===== src/rtl/pwt_pkg.sv =====
package pwt_pkg;
  typedef enum logic [1:0] {
    SW_NOP    = 2'd0,
    SW_WRITE  = 2'd1,
    SW_UPDATE = 2'd2,
    SW_INVAL  = 2'd3
  } pwt_sw_op_e;

  typedef enum logic [1:0] {
    EV_NONE = 2'd0,
    EV_TX   = 2'd1,
    EV_RTS  = 2'd2,
    EV_END  = 2'd3
  } pwt_evt_e;
endpackage


===== src/rtl/pwt_evt_arb.sv =====
module pwt_evt_arb
  import pwt_pkg::*;
(
  input  logic     ready,
  input  logic     tx_req,
  input  logic     rts_req,
  input  logic     end_req,
  output pwt_evt_e grant
);
  // Fixed priority: transmit, then RTS, then sequence end
  always_comb begin
    grant = EV_NONE;
    if (ready) begin
      if (tx_req)       grant = EV_TX;
      else if (rts_req) grant = EV_RTS;
      else if (end_req) grant = EV_END;
    end
  end
endmodule


===== src/rtl/pwt_store.sv =====
module pwt_store
  import pwt_pkg::*;
#(
  parameter int ENTRIES = 8,
  parameter int MAC_W   = 48,
  parameter int CNT_W   = 3,
  parameter int WTS_W   = 64,
  parameter int IDX_W   = 3
) (
  input  logic               clk,
  input  logic               rst_n,
  input  logic               wr_en,
  input  pwt_sw_op_e         wr_op,
  input  logic [IDX_W-1:0]   wr_idx,
  input  logic [MAC_W-1:0]   wr_mac,
  input  logic [CNT_W-1:0]   wr_cnt,
  input  logic [WTS_W-1:0]   wr_wts,
  input  logic [MAC_W-1:0]   lk_key,
  output logic               lk_hit,
  output logic [IDX_W-1:0]   lk_idx,
  output logic [CNT_W-1:0]   lk_cnt,
  output logic [WTS_W-1:0]   lk_wts
);
  logic [ENTRIES-1:0] valid_q;
  logic [MAC_W-1:0]   mac_q [ENTRIES];
  logic [CNT_W-1:0]   cnt_q [ENTRIES];
  logic [WTS_W-1:0]   wts_q [ENTRIES];
  logic [ENTRIES-1:0] match;

  always_ff @(posedge clk or negedge rst_n) begin
    if (!rst_n) begin
      valid_q <= '0;
      for (int e = 0; e < ENTRIES; e++) begin
        mac_q[e] <= '0;
        cnt_q[e] <= CNT_W'(1);
        wts_q[e] <= '0;
      end
    end else if (wr_en) begin
      for (int e = 0; e < ENTRIES; e++) begin
        if (wr_idx == IDX_W'(e)) begin
          case (wr_op)
            SW_WRITE: begin
              valid_q[e] <= 1'b1;
              mac_q[e]   <= wr_mac;
              cnt_q[e]   <= wr_cnt;
              wts_q[e]   <= wr_wts;
            end
            SW_UPDATE: begin
              cnt_q[e] <= wr_cnt;
              wts_q[e] <= wr_wts;
            end
            SW_INVAL: valid_q[e] <= 1'b0;
            default: ;
          endcase
        end
      end
    end
  end

  // One comparator per entry
  for (genvar g = 0; g < ENTRIES; g++) begin : g_cmp
    assign match[g] = valid_q[g] && (mac_q[g] == lk_key);
  end

  // Lowest matching index wins
  always_comb begin
    lk_hit = 1'b0;
    lk_idx = '0;
    for (int e = ENTRIES - 1; e >= 0; e--) begin
      if (match[e]) begin
        lk_hit = 1'b1;
        lk_idx = IDX_W'(e);
      end
    end
  end

  assign lk_cnt = cnt_q[lk_idx];
  assign lk_wts = wts_q[lk_idx];
endmodule


===== src/rtl/pwt_stream.sv =====
module pwt_stream #(
  parameter int CNT_W  = 3,
  parameter int AW     = 2,
  parameter int WORD_W = 16,
  parameter int WTS_W  = 64
) (
  input  logic              clk,
  input  logic              rst_n,
  input  logic              load,
  input  logic [CNT_W-1:0]  load_cnt,
  input  logic [WTS_W-1:0]  load_wts,
  output logic              busy,
  output logic              out_valid,
  input  logic              out_ready,
  output logic [AW-1:0]     out_ant,
  output logic [WORD_W-1:0] out_word,
  output logic              out_last,
  output logic              done
);
  logic              busy_q;
  logic [AW-1:0]     idx_q;
  logic [CNT_W-1:0]  cnt_q;
  logic [WTS_W-1:0]  wts_q;
  logic              done_q;
  logic              take;

  assign busy      = busy_q;
  assign out_valid = busy_q;
  assign out_ant   = idx_q;
  assign out_word  = wts_q[int'(idx_q) * WORD_W +: WORD_W];
  assign out_last  = (CNT_W'(idx_q) == cnt_q - CNT_W'(1));
  assign take      = busy_q && out_ready;
  assign done      = done_q;

  always_ff @(posedge clk or negedge rst_n) begin
    if (!rst_n) begin
      busy_q <= 1'b0;
      idx_q  <= '0;
      cnt_q  <= CNT_W'(1);
      wts_q  <= '0;
      done_q <= 1'b0;
    end else begin
      done_q <= take && out_last;
      if (load && !busy_q) begin
        busy_q <= 1'b1;
        idx_q  <= '0;
        cnt_q  <= load_cnt;
        wts_q  <= load_wts;
      end else if (take) begin
        if (out_last) busy_q <= 1'b0;
        else          idx_q  <= idx_q + AW'(1);
      end
    end
  end
endmodule


===== src/rtl/peer_weight_table.sv =====
module peer_weight_table
  import pwt_pkg::*;
#(
  parameter int ENTRIES = 8,
  parameter int MAC_W   = 48,
  parameter int MAX_ANT = 4,
  parameter int CW      = 8
) (
  input  logic                               clk,
  input  logic                               rst_n,
  input  logic [1:0]                         sw_op,
  input  logic [$clog2(ENTRIES)-1:0]         sw_idx,
  input  logic [MAC_W-1:0]                   sw_mac,
  input  logic [$clog2(MAX_ANT+1)-1:0]       sw_cnt,
  input  logic [MAX_ANT*2*CW-1:0]            sw_wts,
  input  logic                               dflt_wr,
  input  logic [$clog2(MAX_ANT+1)-1:0]       dflt_cnt,
  input  logic [MAX_ANT*2*CW-1:0]            dflt_wts,
  output logic                               evt_ready,
  input  logic                               tx_start,
  input  logic [MAC_W-1:0]                   tx_dest,
  input  logic                               rts_seen,
  input  logic [MAC_W-1:0]                   rts_src,
  input  logic                               seq_done,
  output logic                               phy_valid,
  input  logic                               phy_ready,
  output logic [$clog2(MAX_ANT)-1:0]         phy_ant,
  output logic [2*CW-1:0]                    phy_word,
  output logic                               phy_last,
  output logic                               xfer_done,
  output logic                               lookup_miss
);
  localparam int IDX_W  = $clog2(ENTRIES);
  localparam int CNT_W  = $clog2(MAX_ANT + 1);
  localparam int AW     = $clog2(MAX_ANT);
  localparam int WORD_W = 2 * CW;
  localparam int WTS_W  = MAX_ANT * WORD_W;
  localparam logic [WTS_W-1:0] DFLT_RST = WTS_W'((2 ** (CW - 1)) - 1) << CW;

  function automatic logic [CNT_W-1:0] clamp_cnt(input logic [CNT_W-1:0] c);
    if (c == '0) return CNT_W'(1);
    if (c > CNT_W'(MAX_ANT)) return CNT_W'(MAX_ANT);
    return c;
  endfunction

  // Event selection
  pwt_evt_e grant;
  logic     busy;
  logic     do_lookup;
  logic     pend_v;

  assign evt_ready = !busy && !pend_v;
  assign do_lookup = (grant == EV_TX) || (grant == EV_RTS);

  pwt_evt_arb u_arb (
    .ready   (evt_ready),
    .tx_req  (tx_start),
    .rts_req (rts_seen),
    .end_req (seq_done),
    .grant   (grant)
  );

  // Software operation with one-slot deferral
  pwt_sw_op_e         in_op;
  logic               in_v;
  pwt_sw_op_e         pend_op;
  logic [IDX_W-1:0]   pend_idx;
  logic [MAC_W-1:0]   pend_mac;
  logic [CNT_W-1:0]   pend_cnt;
  logic [WTS_W-1:0]   pend_wts;
  logic               defer;

  assign in_op = pwt_sw_op_e'(sw_op);
  assign in_v  = (in_op != SW_NOP);
  assign defer = in_v && (pend_v || do_lookup);

  always_ff @(posedge clk or negedge rst_n) begin
    if (!rst_n) begin
      pend_v   <= 1'b0;
      pend_op  <= SW_NOP;
      pend_idx <= '0;
      pend_mac <= '0;
      pend_cnt <= CNT_W'(1);
      pend_wts <= '0;
    end else begin
      pend_v <= defer;
      if (defer) begin
        pend_op  <= in_op;
        pend_idx <= sw_idx;
        pend_mac <= sw_mac;
        pend_cnt <= sw_cnt;
        pend_wts <= sw_wts;
      end
    end
  end

  logic               wr_en;
  pwt_sw_op_e         wr_op;
  logic [IDX_W-1:0]   wr_idx;
  logic [MAC_W-1:0]   wr_mac;
  logic [CNT_W-1:0]   wr_cnt;
  logic [WTS_W-1:0]   wr_wts;

  always_comb begin
    if (pend_v) begin
      wr_en  = 1'b1;
      wr_op  = pend_op;
      wr_idx = pend_idx;
      wr_mac = pend_mac;
      wr_cnt = clamp_cnt(pend_cnt);
      wr_wts = pend_wts;
    end else begin
      wr_en  = in_v && !do_lookup;
      wr_op  = in_op;
      wr_idx = sw_idx;
      wr_mac = sw_mac;
      wr_cnt = clamp_cnt(sw_cnt);
      wr_wts = sw_wts;
    end
  end

  // Table
  logic [MAC_W-1:0] lk_key;
  logic             lk_hit;
  logic [IDX_W-1:0] lk_idx;
  logic [CNT_W-1:0] lk_cnt;
  logic [WTS_W-1:0] lk_wts;

  assign lk_key = (grant == EV_RTS) ? rts_src : tx_dest;

  pwt_store #(
    .ENTRIES (ENTRIES),
    .MAC_W   (MAC_W),
    .CNT_W   (CNT_W),
    .WTS_W   (WTS_W),
    .IDX_W   (IDX_W)
  ) u_store (
    .clk    (clk),
    .rst_n  (rst_n),
    .wr_en  (wr_en),
    .wr_op  (wr_op),
    .wr_idx (wr_idx),
    .wr_mac (wr_mac),
    .wr_cnt (wr_cnt),
    .wr_wts (wr_wts),
    .lk_key (lk_key),
    .lk_hit (lk_hit),
    .lk_idx (lk_idx),
    .lk_cnt (lk_cnt),
    .lk_wts (lk_wts)
  );

  // Default set and miss status
  logic [CNT_W-1:0] dflt_cnt_q;
  logic [WTS_W-1:0] dflt_wts_q;
  logic             miss_q;

  always_ff @(posedge clk or negedge rst_n) begin
    if (!rst_n) begin
      dflt_cnt_q <= CNT_W'(1);
      dflt_wts_q <= DFLT_RST;
      miss_q     <= 1'b0;
    end else begin
      if (dflt_wr) begin
        dflt_cnt_q <= clamp_cnt(dflt_cnt);
        dflt_wts_q <= dflt_wts;
      end
      if (do_lookup) miss_q <= !lk_hit;
    end
  end

  assign lookup_miss = miss_q;

  // Weight set selection and streaming
  logic             use_entry;
  logic [CNT_W-1:0] set_cnt;
  logic [WTS_W-1:0] set_wts;

  assign use_entry = do_lookup && lk_hit;
  assign set_cnt   = use_entry ? lk_cnt : dflt_cnt_q;
  assign set_wts   = use_entry ? lk_wts : dflt_wts_q;

  pwt_stream #(
    .CNT_W  (CNT_W),
    .AW     (AW),
    .WORD_W (WORD_W),
    .WTS_W  (WTS_W)
  ) u_stream (
    .clk       (clk),
    .rst_n     (rst_n),
    .load      (grant != EV_NONE),
    .load_cnt  (set_cnt),
    .load_wts  (set_wts),
    .busy      (busy),
    .out_valid (phy_valid),
    .out_ready (phy_ready),
    .out_ant   (phy_ant),
    .out_word  (phy_word),
    .out_last  (phy_last),
    .done      (xfer_done)
  );
endmodule


===== config.mk =====
export PLATFORM = sky130hd
export DESIGN_NAME = peer_weight_table
export DESIGN_NICKNAME = d
export VERILOG_FILES = /design/src/rtl/pwt_pkg.sv /design/src/rtl/pwt_evt_arb.sv /design/src/rtl/pwt_store.sv /design/src/rtl/pwt_stream.sv /design/src/rtl/peer_weight_table.sv
export SDC_FILE = /design/constraint.sdc
export NUM_CORES = 2
export LEC_CHECK = 0
export ABC_AREA = 1
export BUFFER_PORTS_ARGS = -buffer_cell sky130_fd_sc_hd__clkbuf_2
export CORE_ASPECT_RATIO = 0.5
export CORE_MARGIN = 2
export CORE_UTILIZATION = 40
export CTS_CLUSTER_SIZE = 28
export DETAILED_ROUTE_END_ITERATION = 10
export GPL_ROUTABILITY_DRIVEN = 1
export PLACE_DENSITY = 0.68
export SLEW_MARGIN = 20
export SYNTH_ARGS = -nofsm -noshare
export SYNTH_HDL_FRONTEND = slang
export SYNTH_SLANG_ARGS = --single-unit

===== constraint.sdc =====
create_clock -name clk -period 5.1 [get_ports clk]
set_clock_uncertainty 0.05 [all_clocks]
set_input_delay 1.02 -clock clk [delete_from_list [all_inputs] [get_ports clk]]
set_output_delay 1.02 -clock clk [all_outputs]
set_load 0.02 [all_outputs]

# Word level (Yosys, flattened, before mapping)
# Index checks and enable logic that the tools add are counted.
[totals]
register_bits = 1188
latch_bits = 0
ramBits = 0
rom_bits = 0
out_inout_bits = 23
elab_cells = 202
memories = 0
[classes]
add_sub_neg = 2
n_mul = 0
div = 0
order_cmp = 4
eq_ne = 22
shift = 1
n_mux = 69
bitwise_logic = 1
reduce_logical = 57
[op_table]
columns = ["operator", "n"]
rows = [
  ["$eq A48 B48 Y1", 8],
  ["$mux W64", 4],
  ["$bmux W64 S3", 1],
  ["$mux W48", 2],
  ["$mux W3", 25],
  ["$reduce_and A3 Y1", 24],
  ["$shiftx A64 B7 Y16", 1],
  ["$mux W1", 27],
  ["$mux W2", 8],
  ["$logic_and A1 B1 Y1", 15],
  ["$eq A3 B3 Y1 const B", 4],
  ["$logic_not A3 Y1", 4],
  ["$reduce_bool A2 Y1", 5],
  ["$bmux W3 S3", 1],
  ["$gt A3 B3 Y1 const B", 3],
  ["$eq A2 B2 Y1 const B", 3],
  ["$eq A3 B2 Y1 const B", 2],
  ["$eq A2 B1 Y1 const B", 2],
  ["$ge A4 B4 Y1 const B", 1],
  ["$logic_not A1 Y1", 4],
  ["$not A3 Y4", 1],
  ["$reduce_and A2 Y1", 2],
  ["$eq A2 B3 Y1", 1],
  ["$eq A3 B1 Y1 const B", 1],
  ["6 further kinds", 7],
]

# Logic depth before layout (Yosys ltp)
[depth]
ltp_word = 21
mapped_depth = 33
depth_no_buf = 28

# Cells and area by module
# Synthesis repeated with hierarchy kept, for this count alone.
[hier_totals]
cells_unflattened = 8959
area_unflattened_um2 = 64465.6
[modules_own_cells]
columns = ["mod", "instances", "cells_per_inst", "area_each_um2", "seq_area_each_um2"]
rows = [
  ["pwt_store", 1, 7168, 50933.8, 23232.3],
  ["peer_weight_table", 1, 1514, 10274.9, 4740.8],
  ["pwt_stream", 1, 270, 3219.3, 1778.0],
  ["pwt_evt_arb", 1, 7, 37.5, 0.0],
]

# Least setup slack after synthesis
# Ideal clock, no wire load.
[synth_path]
path_type = "register to register"
from = "register pend_v"
to = "register u_stream.wts_q[20]"
arrival_time_ns = 4.026
slack_ns = 0.901
path_stages_with_launch = 33
n_path_buf = 7
period_less_slack_ns = 4.199
path_cell_list = "dfrtp_1 -> clkbuf_1 -> clkbuf_1 -> clkbuf_1 -> nor2_1 -> o21ai_0 -> ha_1 -> buf_4 -> buf_4 -> nand2_1 -> nand2_1 -> nand2_1 -> nand2_1 -> nor2_1 -> nand2_1 -> nor2_1 -> nand2_1 -> nor2_1 -> nand2_1 -> nand2_1 -> nand2_1 -> nand2_1 -> nand2_1 -> nand2_1 -> nand2_2 -> nand2_2 -> buf_2 -> clkbuf_1 -> nand2_1 -> nand3_1 -> nand3_1 -> nand3_1 -> a21oi_1"
[synth_via]
elab_chain_cells = 20
elab_cells_between_ends = 47
cone_classes = "eq/ne: 10; mux: 22; bitwise: 1; reduce/logical: 14"
[synth_lines]
columns = ["item", "line", "rtl"]
rows = [
  ["start: declaration", "peer_weight_table.sv:50", "logic pend_v;"],
  ["start signal: assignment", "peer_weight_table.sv:86", "pend_v <= defer;"],
  ["$logic_not A1 Y1 *", "peer_weight_table.sv:52", "assign evt_ready = !busy && !pend_v;"],
  ["$logic_and A1 B1 Y1 *", "peer_weight_table.sv:52", ""],
  ["named net evt_ready", "peer_weight_table.sv:19", "output logic evt_ready,"],
  ["$mux W2 *", "pwt_evt_arb.sv:13", "if (ready) begin"],
  ["$eq A2 B2 Y1", "peer_weight_table.sv:53, peer_weight_table.sv:129", ""],
  ["$mux W48", "peer_weight_table.sv:129", "assign lk_key = (grant == EV_RTS) ? rts_src : tx_dest;"],
  ["$eq A48 B48 Y1", "pwt_store.sv:62", "assign match[g] = valid_q[g] && (mac_q[g] == lk_key);"],
  ["$logic_and A1 B1 Y1", "pwt_store.sv:62", ""],
  ["$mux W3 (8 in a row)", "pwt_store.sv:70", "if (match[e]) begin"],
  ["$not A3 Y4 (not written as such)", "pwt_store.sv:78", "assign lk_wts = wts_q[lk_idx];"],
  ["$bmux W64 S3", "pwt_store.sv:78", ""],
  ["$mux W64 (not written as such) (2 in a row)", "pwt_store.sv:78", ""],
  ["$mux W64", "peer_weight_table.sv:181", "assign set_wts = use_entry ? lk_wts : dflt_wts_q;"],
  ["end signal: assignment", "pwt_stream.sv:48", "wts_q <= load_wts;"],
  ["end: declaration", "pwt_stream.sv:23", "logic [WTS_W-1:0] wts_q;"],
]
# Mark *: on every way through the listed nets, which the timed path passes. The rest lies on a longest branch. The select of a mux whose other input is x is not followed.
# A chain may end at the register's enable or synchronous reset.

# Worst setup path in the final report
[layout_path]
from = "register pend_v"
to = "register u_stream.wts_q[63]"
[layout_via]
elab_chain_cells = 20
elab_cells_between_ends = 47
cone_classes = "eq/ne: 10; mux: 22; bitwise: 1; reduce/logical: 14"
[layout_lines]
columns = ["item", "line"]
rows = [
  ["$logic_not A1 Y1 *", "peer_weight_table.sv:52"],
  ["$logic_and A1 B1 Y1 *", "peer_weight_table.sv:52"],
  ["$mux W2 *", "pwt_evt_arb.sv:13"],
  ["$eq A2 B2 Y1", "peer_weight_table.sv:53, peer_weight_table.sv:129"],
  ["$mux W48", "peer_weight_table.sv:129"],
  ["$eq A48 B48 Y1", "pwt_store.sv:62"],
  ["$logic_and A1 B1 Y1", "pwt_store.sv:62"],
  ["$mux W3 (8 in a row)", "pwt_store.sv:70"],
  ["$not A3 Y4 (not written as such)", "pwt_store.sv:78"],
  ["$bmux W64 S3", "pwt_store.sv:78"],
  ["$mux W64 (not written as such) (2 in a row)", "pwt_store.sv:78"],
  ["$mux W64", "peer_weight_table.sv:181"],
]
# Every way passes the cells marked *; elsewhere a longest branch is shown, timed or not. The select of a mux whose other input is x is not followed.

==> reports/results.tsv <==
metric	value	unit
Post-synth EDFFs	0	
CTS Buf Count	108	
Arr. time, crit path	5450	ps
via total after detailed routing	55450	
minimum clock period	4882	ps
# port buffers	312	
FF+latch count, synth	1188	
total gr overflow	0	
Remaining DRCs	0	
pwr/cell area	613.5	nW/µm²
Synth cell types	34	
critical path fanouts, max	21	
Non-Filler Instances	10280	
async set or reset register ratio after synthesis	100.0	%
Total Routing Usage GR	29.24	%
commonest cells in the netlist	nand2_1, dfrtp_1, inv_1	
CTS tree	built	
Die Wd	545.5	µm
Routed wire per std cell	21.66	µm
final hold vios	0	
Top FF cell, synth	dfrtp_1	
starting density of the core	40.26	%
largest net degree at the start of global routing	135	
crit share post-route	95.72	%
Yosys warnings	0	
number of I/O pins	313	
Setup CP Type	reg -> reg	
# nets final	8508	
syn avg cell area	7.489	µm²
dpl hpwl	155300	µm
drt via density	5.395	
xor/xnor share of the synthesized area	1.688	%
mux share of post-synthesis cell area	0	%
CP max stage cell	nor3_1	
compound-gate portion of the synthesized area	12.71	%
area of the die	149900	µm²
Hold Slack	194.6	ps
measured slew at the worst slew-check pin	1299	ps
Syn Inst Count	7830	
Post-CTS Setup Inserts	0	
CTS Root Cell	clkbuf_16	
Worst Hold Class	in -> async	
DP Area	65800	µm²
crit-path most repeated cell	buf_4	
initial DRC count	7330	
CP Cell Sequence	nor4_1 > buf_4 > ha_2 > inv_2 > buf_12 > buf_4 > nand2_1 > nand2_2 > inv_1 > o22ai_1 > buf_4 > nor2_1 > nand4_1 > nor3_1 > nand2_1 > nand2_1 > buf_4 > nor2_1 > nand2_1 > nand2_4 > buf_12 > buf_4 > a21oi_1 > a21oi_1	
Yosys top cell area share	49.93	%
antenna violations before repair	8	
area of the mapped netlist	58640	µm²
Resized Gates After CTS	0	
Worst Setup Start Kind	flip-flop	
share of layout cells above drive strength 1	12.00	%
largest family of logic cells by synthesized area	simple AND/OR/NAND/NOR gates	
Critical Path RT	5660	ps
# rows	99	
CP peak stage delay	530	ps
top-count cell post-synth	nand2_1	
Synth Area in Simple Gates	24.85	%
outcome	finished, final reports clean	
post-placement cell count	10070	
Static Leak	34.22	nW
CTS H-tree lvls	3	
Final setup violation count	0	
Final Util	47.92	%
setup_tns	0	ps
syn nets	8125	
Slew HR	13.39	%
cts hold-fix bufs	0	
P&R area growth vs syn	19.04	%
clock latency on the worst-skew pair	770	ps
Clk pin slew, worst setup/hold paths	70	ps
Die H	274.7	µm
RSZ-0062 raised after global routing	no	
area leader, netlist	dfrtp_1	
Peak VDD IR	0.0004745	V
GP Congestion	1.021	
Synth Area in Adders	0.1067	%
post-route ant nets	0	
Synth area leaders	dfrtp_1, nand2_1, o21ai_0, nand3_1, inv_1	
Max Cap Viol	0	
Detailed Route WL	222600	µm
First-pass DRT Iterations	6	
core area	145700	µm²
first-pass GRT wire length	332100	µm
fmax	204.8	MHz
Final Instance Area	69810	µm²
clk buf depth	3	
Setup crit end kind	flip-flop	
sequential cell area fraction in the yosys report	50.73	%
vias in the first global route	51110	
max-slew violations	0	
clk sinks	1188	
## state kept, by name, summed over array words and instances, names as in the netlist, 3 cells and up
signal,cells
pend_cnt,3
u_store.mac_q,384
dflt_cnt_q,3
pend_wts,64
u_store.valid_q,8
pend_mac,48
u_stream.cnt_q,3
u_store.wts_q,512
dflt_wts_q,64
u_stream.wts_q,64
pend_idx,3
u_store.cnt_q,24
## critical path, delay by kind of cell (launching register included)
| kind | cells | cell delay [ps] |
|---|---|---|
| AO/OA/AOI/OAI | 3 | 540 |
| adder cells (fa/ha/maj) | 1 | 220 |
| buffers and inverters | 9 | 1420 |
| flip-flops | 1 | 490 |
| AND/OR/NAND/NOR | 11 | 1970 |
## layout by cell type (no fill, tap or decap), types with 5 or more instances in the layout
cell type,n
nand2_1,2392
dfrtp_1,1169
inv_1,1055
o21ai_0,1034
nand3_1,808
clkbuf_2,310
nor2_1,275
buf_4,274
a21oi_1,156
buf_12,129
o22ai_1,120
xor2_1,112
clkbuf_16,109
o21ai_1,95
o21ai_2,27
nand4_1,24
clkbuf_8,24
clkinv_2,21
clkbuf_1,20
bufinv_16,19
dfstp_2,18
nor2_4,17
nor3_1,14
nand2_2,13
nor4_1,10
inv_2,8
clkinv_1,5
## through the flow
step | setup slack, ps | total power, W
final | 218.1 | 0.04283
after global placement | -377.2 | 0.03271
after detailed placement | -374.4 | 0.03310
after global routing | 91.48 | 0.04535
after floorplan | 901.2 | 0.02553
after CTS | 177.8 | 0.04240
## per-layer routing
layer / global-route usage, % / wire length [µm] / vias up / share of wire [%]
met3: 7.293 / 27490 / 405 / 12
met4: 10.28 / 8127 / 4 / 3.7
met1: 41.73 / 93130 / 26580 / 42
met5: 0 / 32 / - / 0.014
li1: - / - / 25470 / -
met2: 43.11 / 93850 / 2980 / 42
## final timing paths
| kind | endpoint | slack (ps) | from | depth (start not counted) |
|---|---|---|---|---|
| max | u_stream.wts_q[63] | 220 | pend_v | 24 |
| min | pend_mac[24] | 190 | rst_n | 1 |
| min reg2reg | pend_cnt[0] | 420 | pend_cnt[0] | 2 |
| min in group clk | dflt_wts_q[5] | 400 | dflt_wts[5] | 3 |
| max in group asynchronous | pend_wts[46] | 3400 | rst_n | 2 |
| max reg2reg | u_stream.wts_q[63] | 220 | pend_v | 24 |
## cell type report
cell class / count / area, µm²
flip-flops and latches: 1188 / 29750
fillers: 14120 / 75860
clock buffers: 153 / 3133
repair buffers: 714 / 6196
multi-input cells: 5131 / 23390
inverters: 1070 / 4019
clock inverters: 49 / 842.1
diodes: 4 / 10.01
well taps: 1969 / 2464
## cells by family after synthesis
logic type                 after synthesis
adders and majority gates                5
buffers and inverters                 1511
xor gates and xnor gates               113
AOI/OAI and AO/OA                     1447
DFF                                   1188
and+or+nand+nor                       3566
## where the power goes
group	internal [W]	switching [W]
Sequential	0.0139	0.00224
Combinational	0.00528	0.0122
Clock	0.00527	0.00396
(Power assumes the default switching activity.)
